**config.mk**
```make
export PLATFORM = sky130hd
export DESIGN_NAME = pserFrontEnd
export DESIGN_NICKNAME = d
export VERILOG_FILES = /design/src/rtl/pserFePkg.sv /design/src/rtl/pserFeCtrl.sv /design/src/rtl/pserFeDatapath.sv /design/src/rtl/pserFrontEnd.sv
export SDC_FILE = /design/constraint.sdc
export NUM_CORES = 1
export LEC_CHECK = 0
export ABC_AREA = 1
export CAP_MARGIN = 25
export CELL_PAD_IN_SITES_DETAIL_PLACEMENT = 0
export CELL_PAD_IN_SITES_GLOBAL_PLACEMENT = 2
export CORE_ASPECT_RATIO = 0.5
export CORE_MARGIN = 2
export CORE_UTILIZATION = 22
export CTS_CLUSTER_DIAMETER = 50
export DETAILED_ROUTE_END_ITERATION = 7
export PLACE_DENSITY_LB_ADDON = 0.1
export SLEW_MARGIN = 25
export SYNTH_ARGS = -nofsm -noshare
export SYNTH_HDL_FRONTEND = slang
export SYNTH_SLANG_ARGS = --single-unit
```
**constraint.sdc**
```tcl
create_clock -name clk -period 2.3 [get_ports clk]
set_clock_uncertainty 0.05 [all_clocks]
set_input_delay 0.46 -clock clk [delete_from_list [all_inputs] [get_ports clk]]
set_output_delay 0.46 -clock clk [all_outputs]
set_load 0.005 [all_outputs]
```
**src/rtl/pserFePkg.sv**
```systemverilog
package pserFePkg;

  // Per-cycle decisions handed from control to datapath.
  typedef struct packed {
    logic loadCmd;     // capture command fields
    logic doWrite;     // legal write reaches a bank
    logic readGo;      // read request accepted
    logic doRead;      // accepted read hits a legal bank
    logic setOverrun;
    logic setUnderrun;
    logic setBadPage;
  } feStrobe_t;

endpackage

```
**src/rtl/pserFeCtrl.sv**
```systemverilog
module pserFeCtrl
  import pserFePkg::*;
(
  input  logic      clk,
  input  logic      rstN,
  input  logic      wordValid,
  input  logic      readReq,
  input  logic      readFlag,
  input  logic      pageOk,
  output feStrobe_t strb,
  output logic      expectData
);

  logic dataWord;
  logic readGo;

  assign dataWord = wordValid && expectData;
  assign readGo   = readReq && !wordValid;   // a word wins over a read

  always_comb begin
    strb             = '0;
    strb.loadCmd     = wordValid && !expectData;
    strb.doWrite     = dataWord && !readFlag && pageOk;
    strb.readGo      = readGo;
    strb.doRead      = readGo && pageOk;
    strb.setOverrun  = dataWord && readFlag;
    strb.setUnderrun = readGo && !readFlag;
    strb.setBadPage  = !pageOk && ((dataWord && !readFlag) || readGo);
  end

  always_ff @(posedge clk or negedge rstN) begin
    if (!rstN)                expectData <= 1'b0;
    else if (strb.loadCmd)    expectData <= 1'b1;
    else if (dataWord || readGo) expectData <= 1'b0;
  end

  a_r6_overrun_blocks_write: assert property (@(posedge clk) disable iff (!rstN)
    (expectData && wordValid && readFlag) |-> !strb.doWrite);

  a_r5_read_returns_to_cmd: assert property (@(posedge clk) disable iff (!rstN)
    (readReq && !wordValid) |=> !expectData);

  a_r3_data_returns_to_cmd: assert property (@(posedge clk) disable iff (!rstN)
    (wordValid && expectData) |=> !expectData);

  a_r11_word_wins: assert property (@(posedge clk) disable iff (!rstN)
    (readReq && wordValid) |-> !strb.readGo);

endmodule

```
**src/rtl/pserFeDatapath.sv**
```systemverilog
module pserFeDatapath
  import pserFePkg::*;
#(
  parameter int WORD_W    = 16,
  parameter int PAGE_W    = 4,
  parameter int OFF_W     = 6,
  parameter int NUM_BANKS = 3
) (
  input  logic                        clk,
  input  logic                        rstN,
  input  feStrobe_t                   strb,
  input  logic [WORD_W-1:0]           wordIn,
  input  logic [NUM_BANKS*WORD_W-1:0] bankRdata,
  output logic                        readFlag,
  output logic                        pageOk,
  output logic [NUM_BANKS-1:0]        bankWe,
  output logic [NUM_BANKS-1:0]        bankRe,
  output logic [OFF_W-1:0]            bankAddr,
  output logic [WORD_W-1:0]           bankWdata,
  output logic [WORD_W-1:0]           rdData,
  output logic                        rdValid,
  output logic                        errOverrun,
  output logic                        errUnderrun,
  output logic                        errBadPage,
  output logic                        updStrobe
);

  localparam int READ_BIT = WORD_W - 1;
  localparam int PAGE_LSB = READ_BIT - PAGE_W;
  localparam int OFF_LSB  = PAGE_LSB - OFF_W;
  localparam logic [PAGE_W-1:0] BANK_LIMIT = PAGE_W'(NUM_BANKS);

  logic [PAGE_W-1:0] pageReg;
  logic [OFF_W-1:0]  offReg;
  logic [WORD_W-1:0] bankRows [NUM_BANKS];
  logic [WORD_W-1:0] selData;

  assign pageOk    = pageReg < BANK_LIMIT;
  assign bankAddr  = offReg;
  assign bankWdata = wordIn;

  for (genvar b = 0; b < NUM_BANKS; b++) begin : g_bank
    assign bankWe[b]   = strb.doWrite && (pageReg == PAGE_W'(b));
    assign bankRe[b]   = strb.doRead  && (pageReg == PAGE_W'(b));
    assign bankRows[b] = bankRdata[b*WORD_W +: WORD_W];
  end

  always_comb begin
    selData = '1;
    for (int b = 0; b < NUM_BANKS; b++)
      if (pageReg == PAGE_W'(b)) selData = bankRows[b];
  end

  always_ff @(posedge clk or negedge rstN) begin
    if (!rstN) begin
      readFlag <= 1'b0;
      pageReg  <= '0;
      offReg   <= '0;
    end else if (strb.loadCmd) begin
      readFlag <= wordIn[READ_BIT];
      pageReg  <= wordIn[PAGE_LSB +: PAGE_W];
      offReg   <= wordIn[OFF_LSB +: OFF_W];
    end else if (strb.readGo) begin
      offReg   <= offReg + OFF_W'(1);
    end
  end

  always_ff @(posedge clk or negedge rstN) begin
    if (!rstN) begin
      rdData      <= '0;
      rdValid     <= 1'b0;
      updStrobe   <= 1'b0;
      errOverrun  <= 1'b0;
      errUnderrun <= 1'b0;
      errBadPage  <= 1'b0;
    end else begin
      rdValid   <= strb.readGo;
      updStrobe <= strb.doWrite || strb.doRead;
      if (strb.readGo)      rdData      <= selData;
      if (strb.setOverrun)  errOverrun  <= 1'b1;
      if (strb.setUnderrun) errUnderrun <= 1'b1;
      if (strb.setBadPage)  errBadPage  <= 1'b1;
    end
  end

  a_r4_one_strobe: assert property (@(posedge clk) disable iff (!rstN)
    $onehot0({bankWe, bankRe}));

  a_r8_bad_page_quiet: assert property (@(posedge clk) disable iff (!rstN)
    !pageOk |-> (bankWe == '0 && bankRe == '0));

  a_r5_offset_step: assert property (@(posedge clk) disable iff (!rstN)
    strb.readGo |=> offReg == $past(offReg) + OFF_W'(1));

  a_r9_overrun_sticky: assert property (@(posedge clk) disable iff (!rstN)
    errOverrun |=> errOverrun);
  a_r9_underrun_sticky: assert property (@(posedge clk) disable iff (!rstN)
    errUnderrun |=> errUnderrun);
  a_r9_badpage_sticky: assert property (@(posedge clk) disable iff (!rstN)
    errBadPage |=> errBadPage);

  a_r10_strobe_follows: assert property (@(posedge clk) disable iff (!rstN)
    (bankWe != '0 || bankRe != '0) |=> updStrobe);
  a_r10_strobe_only: assert property (@(posedge clk) disable iff (!rstN)
    (bankWe == '0 && bankRe == '0) |=> !updStrobe);

endmodule

```
**src/rtl/pserFrontEnd.sv**
```systemverilog
module pserFrontEnd
  import pserFePkg::*;
#(
  parameter int WORD_W    = 16,
  parameter int PAGE_W    = 4,
  parameter int OFF_W     = 6,
  parameter int NUM_BANKS = 3
) (
  input  logic                        clk,
  input  logic                        rstN,
  input  logic                        wordValid,
  input  logic [WORD_W-1:0]           wordIn,
  input  logic                        readReq,
  output logic                        rdValid,
  output logic [WORD_W-1:0]           rdData,
  output logic [NUM_BANKS-1:0]        bankWe,
  output logic [NUM_BANKS-1:0]        bankRe,
  output logic [OFF_W-1:0]            bankAddr,
  output logic [WORD_W-1:0]           bankWdata,
  input  logic [NUM_BANKS*WORD_W-1:0] bankRdata,
  output logic                        errOverrun,
  output logic                        errUnderrun,
  output logic                        errBadPage,
  output logic                        updStrobe
);

  feStrobe_t strb;
  logic      readFlag;
  logic      pageOk;
  logic      expectData;

  pserFeCtrl u_ctrl (
    .clk        (clk),
    .rstN       (rstN),
    .wordValid  (wordValid),
    .readReq    (readReq),
    .readFlag   (readFlag),
    .pageOk     (pageOk),
    .strb       (strb),
    .expectData (expectData)
  );

  pserFeDatapath #(
    .WORD_W    (WORD_W),
    .PAGE_W    (PAGE_W),
    .OFF_W     (OFF_W),
    .NUM_BANKS (NUM_BANKS)
  ) u_dp (
    .clk         (clk),
    .rstN        (rstN),
    .strb        (strb),
    .wordIn      (wordIn),
    .bankRdata   (bankRdata),
    .readFlag    (readFlag),
    .pageOk      (pageOk),
    .bankWe      (bankWe),
    .bankRe      (bankRe),
    .bankAddr    (bankAddr),
    .bankWdata   (bankWdata),
    .rdData      (rdData),
    .rdValid     (rdValid),
    .errOverrun  (errOverrun),
    .errUnderrun (errUnderrun),
    .errBadPage  (errBadPage),
    .updStrobe   (updStrobe)
  );

endmodule

```
# After elaboration in Yosys (flattened, before gate mapping)
# Cells that the tools add are included.
dict set report word_totals {
  reg_bits 33
  latchBits 0
  ramBits 0
  rom_bits 0
  input_bits 68
  out_inout_bits 49
  elab_cells 46
  mem_count 0
}
dict set report classes {
  add_sub_neg 1
  multipliers 0
  div 0
  n_lt_le_gt_ge 1
  n_eq_ne 2
  shift 0
  mux 7
  bitwise_logic 0
  reduce_logical 25
}
# cell n
set ops {}
lappend ops {{$mux 16} 3}
lappend ops {{$logic_and 1x1->1} 15}
lappend ops {{$mux 6} 2}
lappend ops {{$add 6x1->6 const B} 1}
lappend ops {{$eq 4x1->1 const B} 1}
lappend ops {{$eq 4x2->1 const B} 1}
lappend ops {{$logic_not 1->1} 4}
lappend ops {{$logic_not 4->1} 1}
lappend ops {{$lt 4x2->1 const B} 1}
lappend ops {{$reduce_bool 2->1} 2}
lappend ops {{$logic_or 1x1->1} 3}
lappend ops {{$mux 1} 2}

# Logic depth before layout (Yosys ltp)
# Gate-level depths: netlist of run 1.
dict set report logic_depth {
  depth_word 5
  ltp_mapped 7
}

# By module
# From an unflattened synthesis of run 1, not the netlist that was laid out.
dict set report hier_totals {
  cells_unflattened 287
  area_unflattened_um2 2065.7
}
# module instances cells_per_inst area_per_inst_um2 seq_area_each_um2
set by_module_without_submodules {}
lappend by_module_without_submodules {pserFeDatapath 1 269 1963.1 800.8}
lappend by_module_without_submodules {pserFeCtrl 1 18 102.6 25.0}

# Worst setup path before layout of run 1
# Ideal clock, no wire load.
dict set report synth_timing {
  path_kind {reg2out}
  startpoint {register u_dp.pageReg[3]}
  endpoint {output bankRe[1]}
  arrival_time_ns 1.033
  path_slack_ns 0.757
  path_stages_with_launch 6
  path_cell_list {dfrtp_1 nor2_4 buf_6 buf_2 nand2_1 nor2_1}
}
dict set report synth_between {
  elab_chain_cells 3
  word_cells_on_any_way 4
  classes_between {order compare: 1; eq/ne: 1; reduce/logical: 2}
}
# item line_no
set synth_rtl {}
lappend synth_rtl {{start: declaration} pserFeDatapath.sv:33} ;# logic [PAGE_W-1:0] pageReg;
lappend synth_rtl {{start signal: assignment} pserFeDatapath.sv:61} ;# pageReg <= wordIn[PAGE_LSB +: PAGE_W];
lappend synth_rtl {{$lt 4x2->1} pserFeDatapath.sv:38} ;# assign pageOk = pageReg < BANK_LIMIT;
lappend synth_rtl {{$logic_and 1x1->1} pserFeCtrl.sv:25} ;# strb.doRead = readGo && pageOk;
lappend synth_rtl {{$logic_and 1x1->1 (*)} pserFeDatapath.sv:44} ;# assign bankRe[b] = strb.doRead && (pageReg == PAGE_W'(b));
lappend synth_rtl {{end: declaration} pserFrontEnd.sv:17} ;# output logic [NUM_BANKS-1:0] bankRe,
# Every way passes the cells marked *; elsewhere a longest branch is shown, timed or not.

# Worst setup path in the final report of run 1
dict set report layout_timing {
  startpoint {input wordValid}
  endpoint {output bankRe[0]}
}
dict set report layout_between {
  elab_chain_cells 4
}
# item line_no
set layout_rtl {}
lappend layout_rtl {{start: declaration} pserFrontEnd.sv:11} ;# input logic wordValid,
lappend layout_rtl {{$logic_not 1->1} pserFeCtrl.sv:18} ;# assign readGo = readReq && !wordValid;
lappend layout_rtl {{$logic_and 1x1->1} pserFeCtrl.sv:18}
lappend layout_rtl {{$logic_and 1x1->1} pserFeCtrl.sv:25}
lappend layout_rtl {{$logic_and 1x1->1} pserFeDatapath.sv:44}
# No other way between the ends.

==> flow_summary.ini, run 1 <==
[yosys]
synthArstFlopShare = 1.00
yosys_most_used_dff = dfrtp_1
netlist_instances = 242
synth_seq_cells = 33
ys.warnings.count = 0
ys_seq_area_frac = 0.405
synth_nets = 311
syn_area_um2 = 2040
synth_area_per_cell_um2 = 8.42
synth_edf_count = 0
yosysUniqueCellTypes = 27

[grt]
grt.total_usage = 0.131
antenna_found_initial = 0
grt_pass1_vias = 1958
grt.overflow.total = 0
grt_max_degree = 34
grt_pass1_wl_um = 10400

[die]
rows = 24
fp.dieH_um = 72.0
dieArea_um2 = 10100
die_w_um = 140
coreArea_um2 = 8860
io_pins = 117
start_util = 0.230

[power_and_ir_drop]
p_seq_frac = 0.347
swShare = 0.304
clkPwrFrac = 0.295
ir_drop_uv = 399
internal_power_mw = 1.65
switchingPower_mw = 0.723
power.density_nw_per_um2 = 721
p_comb_frac = 0.358
power.leakage_nw = 1.46

[clock_tree]
cts_max_path_buffers = 2
htreeDepth = 2
tritoncts = done
path_clk_slew_ns = 0.05
cts.sinks = 33
cts_buffers = 5
holdBufCountCts = 0
root_buffer = clkbuf_16
clkLatencyLatePin_ns = 0.27

[job]
drv_cap = 0

[drt]
drt_iter0_markers = 84
routed_wl_um = 6490
first_pass_iters = 7
drc = 10
antenna_left = 0
routedWlPerCell_um = 14.1
via_per_inst = 4.18
vias = 1918

[timing]
timing.fmax_mhz = 449
relSlewSlack = 0.483
setup_viol_count_final = 0
min_period_ns = 2.23
setup_slack_ns = 0.0723
worst_pin_slew_ns = 0.775
rsz0062_at_grt = false
drv_slew = 0
hold_violations = 0
fin_crit_sh = 0.969

[setup_path]
cp-start-kind = input pin
worstPathArrival_ns = 1.72
startpoint = wordValid
ff2ff_path_depth = 6
cp_max_fo = 5
end_kind = output port
r2r_start = u_dp.pageReg[1]$_DFFE_PN0P_
cp.required_ns = 1.79
critical_path_class = input pin to output port

[placement]
hpwlAfterDp_um = 4740
place_inst = 449
place_congestion = 0.758
dpl_worst_slack_ns = -0.00902
portBuffers = 106

[final_layout]
stdcell_count = 459
n_fill_cell = 925
n_antenna_cell = 0
fin_nets = 410
drive_gt1_frac = 0.132
area_delta_synth_final_pct = 61.8

[worst_hold_path]
hold_path.class = input pin to asynchronous set/reset pin

[outcome]
status = finished, violations left
violations = design-rule violations
==> critical path, cell delays in order <==
cell,delay (ns)
clkdlybuf4s50_1,0.44
inv_1,0.10
nand2_2,0.10
nor2_1,0.12
clkdlybuf4s50_1,0.50
==> metrics by stage <==
stage	utilization	hold slack [ns]	setup TNS (ns)	power (mW)	area, µm²
after floorplan	-	0.114	0	1.23	2040
after global routing	0.372	0.293	0	2.55	3300
after CTS	0.370	0.257	0	2.41	3280
after global placement	0.352	0.391	0	1.69	3120
after detailed placement	0.352	0.397	-0.00902	1.69	3120
final	0.372	0.214	0	2.38	3300
==> per-layer routing <==
layer	GRT usage	wire length (µm)	up-vias
met5	0	0	-
met4	0.0224	27	0
met2	0.205	2930	66
met3	0.0363	514	2
li1	-	-	966
met1	0.185	3020	884
==> worst paths after layout <==
path	slack [ns]	to
setup / recovery	0.07	bankRe[0]
hold / removal	0.21	u_dp.errUnderrun$_DFFE_PN0P_
setup reg to reg	0.73	u_dp.rdData[6]$_DFFE_PN0P_
hold reg to reg	0.41	u_dp.errBadPage$_DFFE_PN0P_
max in group asynchronous	1.49	u_dp.rdData[4]$_DFFE_PN0P_
min in group clk	0.41	u_dp.errBadPage$_DFFE_PN0P_
==> state kept, by name, indices dropped and copies added, names as in the netlist <==
| register | flops |
|---|---|
| u_ctrl.expectData | 1 |
| u_dp.bankAddr | 6 |
| u_dp.errBadPage | 1 |
| u_dp.errOverrun | 1 |
| u_dp.errUnderrun | 1 |
| u_dp.pageReg | 4 |
| u_dp.rdData | 16 |
| u_dp.rdValid | 1 |
| u_dp.readFlag | 1 |
| u_dp.updStrobe | 1 |
==> kinds of logic after synthesis <==
group	share of synthesized area
compound gates	0.125
xor+xnor	0.0129
fa+ha+maj	0.00614
buf+inv	0.114
flops	0.405
simple gates	0.337
==> timing repair <==
| item | CTS | global route |
|---|---|---|
| resized for setup | 1 | 3 |
| hold endpoints to repair | 0 | 0 |
| setup buffers | 1 | 1 |
| setup endpoints to repair | 2 | 3 |
| pin swaps | 1 | 4 |
==> area by class of cell <==
| type | instances | area (µm²) | area share |
|---|---|---|---|
| clock buffer | 7 | 153 | 0.0463 |
| clock inverter | 1 | 5.00 | 0.00152 |
| inverter | 11 | 41.3 | 0.0125 |
| multi-input combinational | 173 | 980 | 0.297 |
| sequential | 33 | 826 | 0.251 |
| tap | 117 | 146 | 0.0444 |
| timing repair buffer | 117 | 1140 | 0.347 |
==> synthesized netlist by cell type (5+ instances only) <==
cell / n / area, µm²
o21ai_0: 6 / 30.0
a21boi_0: 7 / 52.6
buf_4: 17 / 128
or2_2: 8 / 50.1
nand2_1: 67 / 251
a21boi_2: 9 / 101
dfrtp_1: 33 / 826
nand3b_1: 17 / 128
nor2_1: 12 / 45.0
buf_2: 5 / 25.0
inv_1: 11 / 41.3
or2_0: 8 / 50.1
nand3_1: 21 / 105
==> power groups by stage <==
stage	combinational [mW]	sequential, mW	clock [mW]
floorplan	0.407	0.824	0
global placement	0.853	0.834	0
detailed placement	0.861	0.832	0
CTS	0.867	0.825	0.720
global route	0.951	0.846	0.748
finish	0.850	0.825	0.701
==> cell usage in the layout, fill, tap and decap left out, drive strengths merged, types with 2 or more instances in the layout <==
master,n
o21ai,6
inv,11
xor2,3
clkdlybuf4s50,101
nor2,15
a21boi,16
dlymetal6s2s,3
nand2,69
nand3b,17
nand3,22
o21bai,2
buf,12
or2,16
clkbuf,7
dfrtp,33
(Power assumes the default switching activity.)
==> inputs of run 2 (changes only) <==
ABC_AREA = unset   (was 1)
CORE_ASPECT_RATIO = 0.7   (was 0.5)
CORE_UTILIZATION = 21   (was 22)
==> run 2 against run 1 <==
Effect of this change: the run now ends clean; synthesized area is 11% lower; highest routed layer unchanged; critical path type is now register to output port; clock power shrank 1%; critical endpoint is now bankRe[2]; setup slack improved by 0.14 ns; final cell count is 14% lower.
==> flow_summary.ini, run 2 <==
[yosys]
synth_nets = 257
ys.warnings.count = 0
synth_edf_count = 0
yosysUniqueCellTypes = 28
synth_area_per_cell_um2 = 9.65
syn_area_um2 = 1810
yosysMostFrequentCell = dfrtp_1
synthArstFlopShare = 1.00
netlist_top_cells_count = dfrtp_1, nand2_1, buf_4, mux2_2, o21ai_0
netlist_instances = 188
yosys_most_used_dff = dfrtp_1
synth.largest_area_cell = dfrtp_1
ys_seq_area_frac = 0.455
synth_top_area_frac = 0.455
synth_seq_cells = 33
yosys-top-cells-area = dfrtp_1, mux2_2, buf_4

[placement]
postPlaceCellArea_um2 = 2910
hpwlAfterDp_um = 4380
place_congestion = 0.687
dpl_worst_slack_ns = -0.204
portBuffers = 106

[power_and_ir_drop]
ir_drop_uv = 255
power.density_nw_per_um2 = 682
power.leakage_nw = 1.28

[drt]
routedWlPerCell_um = 14.3
drt_iter0_markers = 36
antenna_left = 0
vias = 1704
first_pass_iters = 4
via_per_inst = 4.32
drc = 0
routed_wl_um = 5640

[die]
start_util = 0.216
fp.dieH_um = 81.8
dieArea_um2 = 9410
rows = 28
die_w_um = 115
io_pins = 117
coreArea_um2 = 8410

[clock_tree]
cts.sinks = 33
cts_buffers = 5
root_buffer = clkbuf_16
htreeDepth = 2
clkLatencyLatePin_ns = 0.27
path_clk_slew_ns = 0.05
holdBufCountCts = 0
tritoncts = done
cts_max_path_buffers = 2

[grt]
grt_pass1_vias = 1646
grt_max_degree = 24
grt_pass1_wl_um = 8670
grt.overflow.total = 0
grt.total_usage = 0.121
antenna_found_initial = 0

[timing]
min_period_ns = 2.09
finalHoldWorstSlack_ns = 0.0504
setup_viol_count_final = 0
rsz0062_at_grt = false
setup_slack_ns = 0.210
drv_slew = 0
relSlewSlack = 0.669
fin_crit_sh = 0.909
worst_pin_slew_ns = 0.497
hold_violations = 0
timing.fmax_mhz = 479

[final_layout]
fin_util = 0.371
final_cell_area_um2 = 3120
largest_reg_flops = 16
layout_commonest_cell = clkdlybuf4s50_1
area_delta_synth_final_pct = 71.7
n_fill_cell = 886
regMostFlops = u_dp.rdData
final_cell_mix = clkdlybuf4s50_1, dfrtp_1, nand2_1
n_antenna_cell = 0
fin_nets = 357
drive_gt1_frac = 0.190

[setup_path]
critical_path.max_stage_delay_ns = 0.56
worstPathArrival_ns = 1.58
cp.required_ns = 1.79
reg2reg_slack_ns = 0.69
slowest_stage = or4b_4
cp_top_family = simple AND/OR/NAND/NOR gates
critical_path_class = register to output port
crit_path_cell_trace = or4b_4 > nor2_1 > dlygate4sd2_1
cp-start-kind = register
cp_num_buf_inv = 1
cp_max_fo = 4
end_kind = output port

[job]
drv_cap = 0

[outcome]
status = finished clean

[worst_hold_path]
hold_path.class = input pin to asynchronous set/reset pin
run 2: path summary, 6_finish.rpt:
check / endpoint / cells past startpoint / startpoint
max: bankRe[2] / 3 / u_dp.pageReg[3]$_DFFE_PN0P_
min: u_dp.rdData[1]$_DFFE_PN0P_ / 1 / rstN
max reg2reg: u_dp.rdData[6]$_DFFE_PN0P_ / 4 / u_dp.pageReg[3]$_DFFE_PN0P_
min reg2reg: u_dp.errOverrun$_DFFE_PN0P_ / 1 / u_dp.errOverrun$_DFFE_PN0P_
max in group asynchronous: u_dp.readFlag$_DFFE_PN0P_ / 2 / rstN
min in group clk: u_dp.errOverrun$_DFFE_PN0P_ / 1 / u_dp.errOverrun$_DFFE_PN0P_
run 2: layer usage:
metal | part of all wire | track usage | up-vias
met5 | 0 | 0 | -
met2 | 0.41 | 0.175 | 53
met4 | 0.0053 | 0.0277 | 0
li1 | - | - | 850
met1 | 0.49 | 0.167 | 795
met3 | 0.093 | 0.0524 | 6
run 2: through the flow:
step	total power [mW]	TNS (ns)	cells
global route	2.27	0	394
CTS	2.17	0	394
detailed placement	1.44	-0.824	382
finish	2.13	0	394
global placement	1.44	-0.908	382
floorplan	1.06	0	188
run 2: layout make-up:
| cell class | instances | area, µm² | share of cell area |
|---|---|---|---|
| repair buffers | 121 | 1160 | 0.372 |
| clock inverters | 1 | 5.00 | 0.00161 |
| inverters | 3 | 11.3 | 0.00361 |
| flip-flops and latches | 33 | 826 | 0.265 |
| clock buffers | 7 | 153 | 0.0490 |
| multi-input cells | 124 | 830 | 0.266 |
| well taps | 105 | 131 | 0.0422 |
run 2: logic make-up (layout without fill, tap and decap cells):
| logic type | Yosys count | in the layout | share of synthesized area |
|---|---|---|---|
| muxes | 16 | 16 | 0.0993 |
| DFF | 33 | 33 | 0.455 |
| and+or+nand+nor | 58 | 58 | 0.148 |
| AOI/OAI and AO/OA | 47 | 47 | 0.177 |
| buffers and inverters | 31 | 132 | 0.103 |
| adders and majority gates | 1 | 1 | 0.00690 |
| xor gates and xnor gates | 2 | 2 | 0.00966 |
run 2: power by group:
group | switching [mW] | internal (mW)
Clock | 0.233 | 0.458
Sequential | 0.0705 | 0.678
Combinational | 0.270 | 0.417
run 2: timing repair:
item | 4_1_cts | 5_1_grt
endpoints found under the hold margin | 0 | 0
endpoints found under the setup margin | 6 | 0
setup buffers | 4 | 0
gates resized for setup | 14 | 0
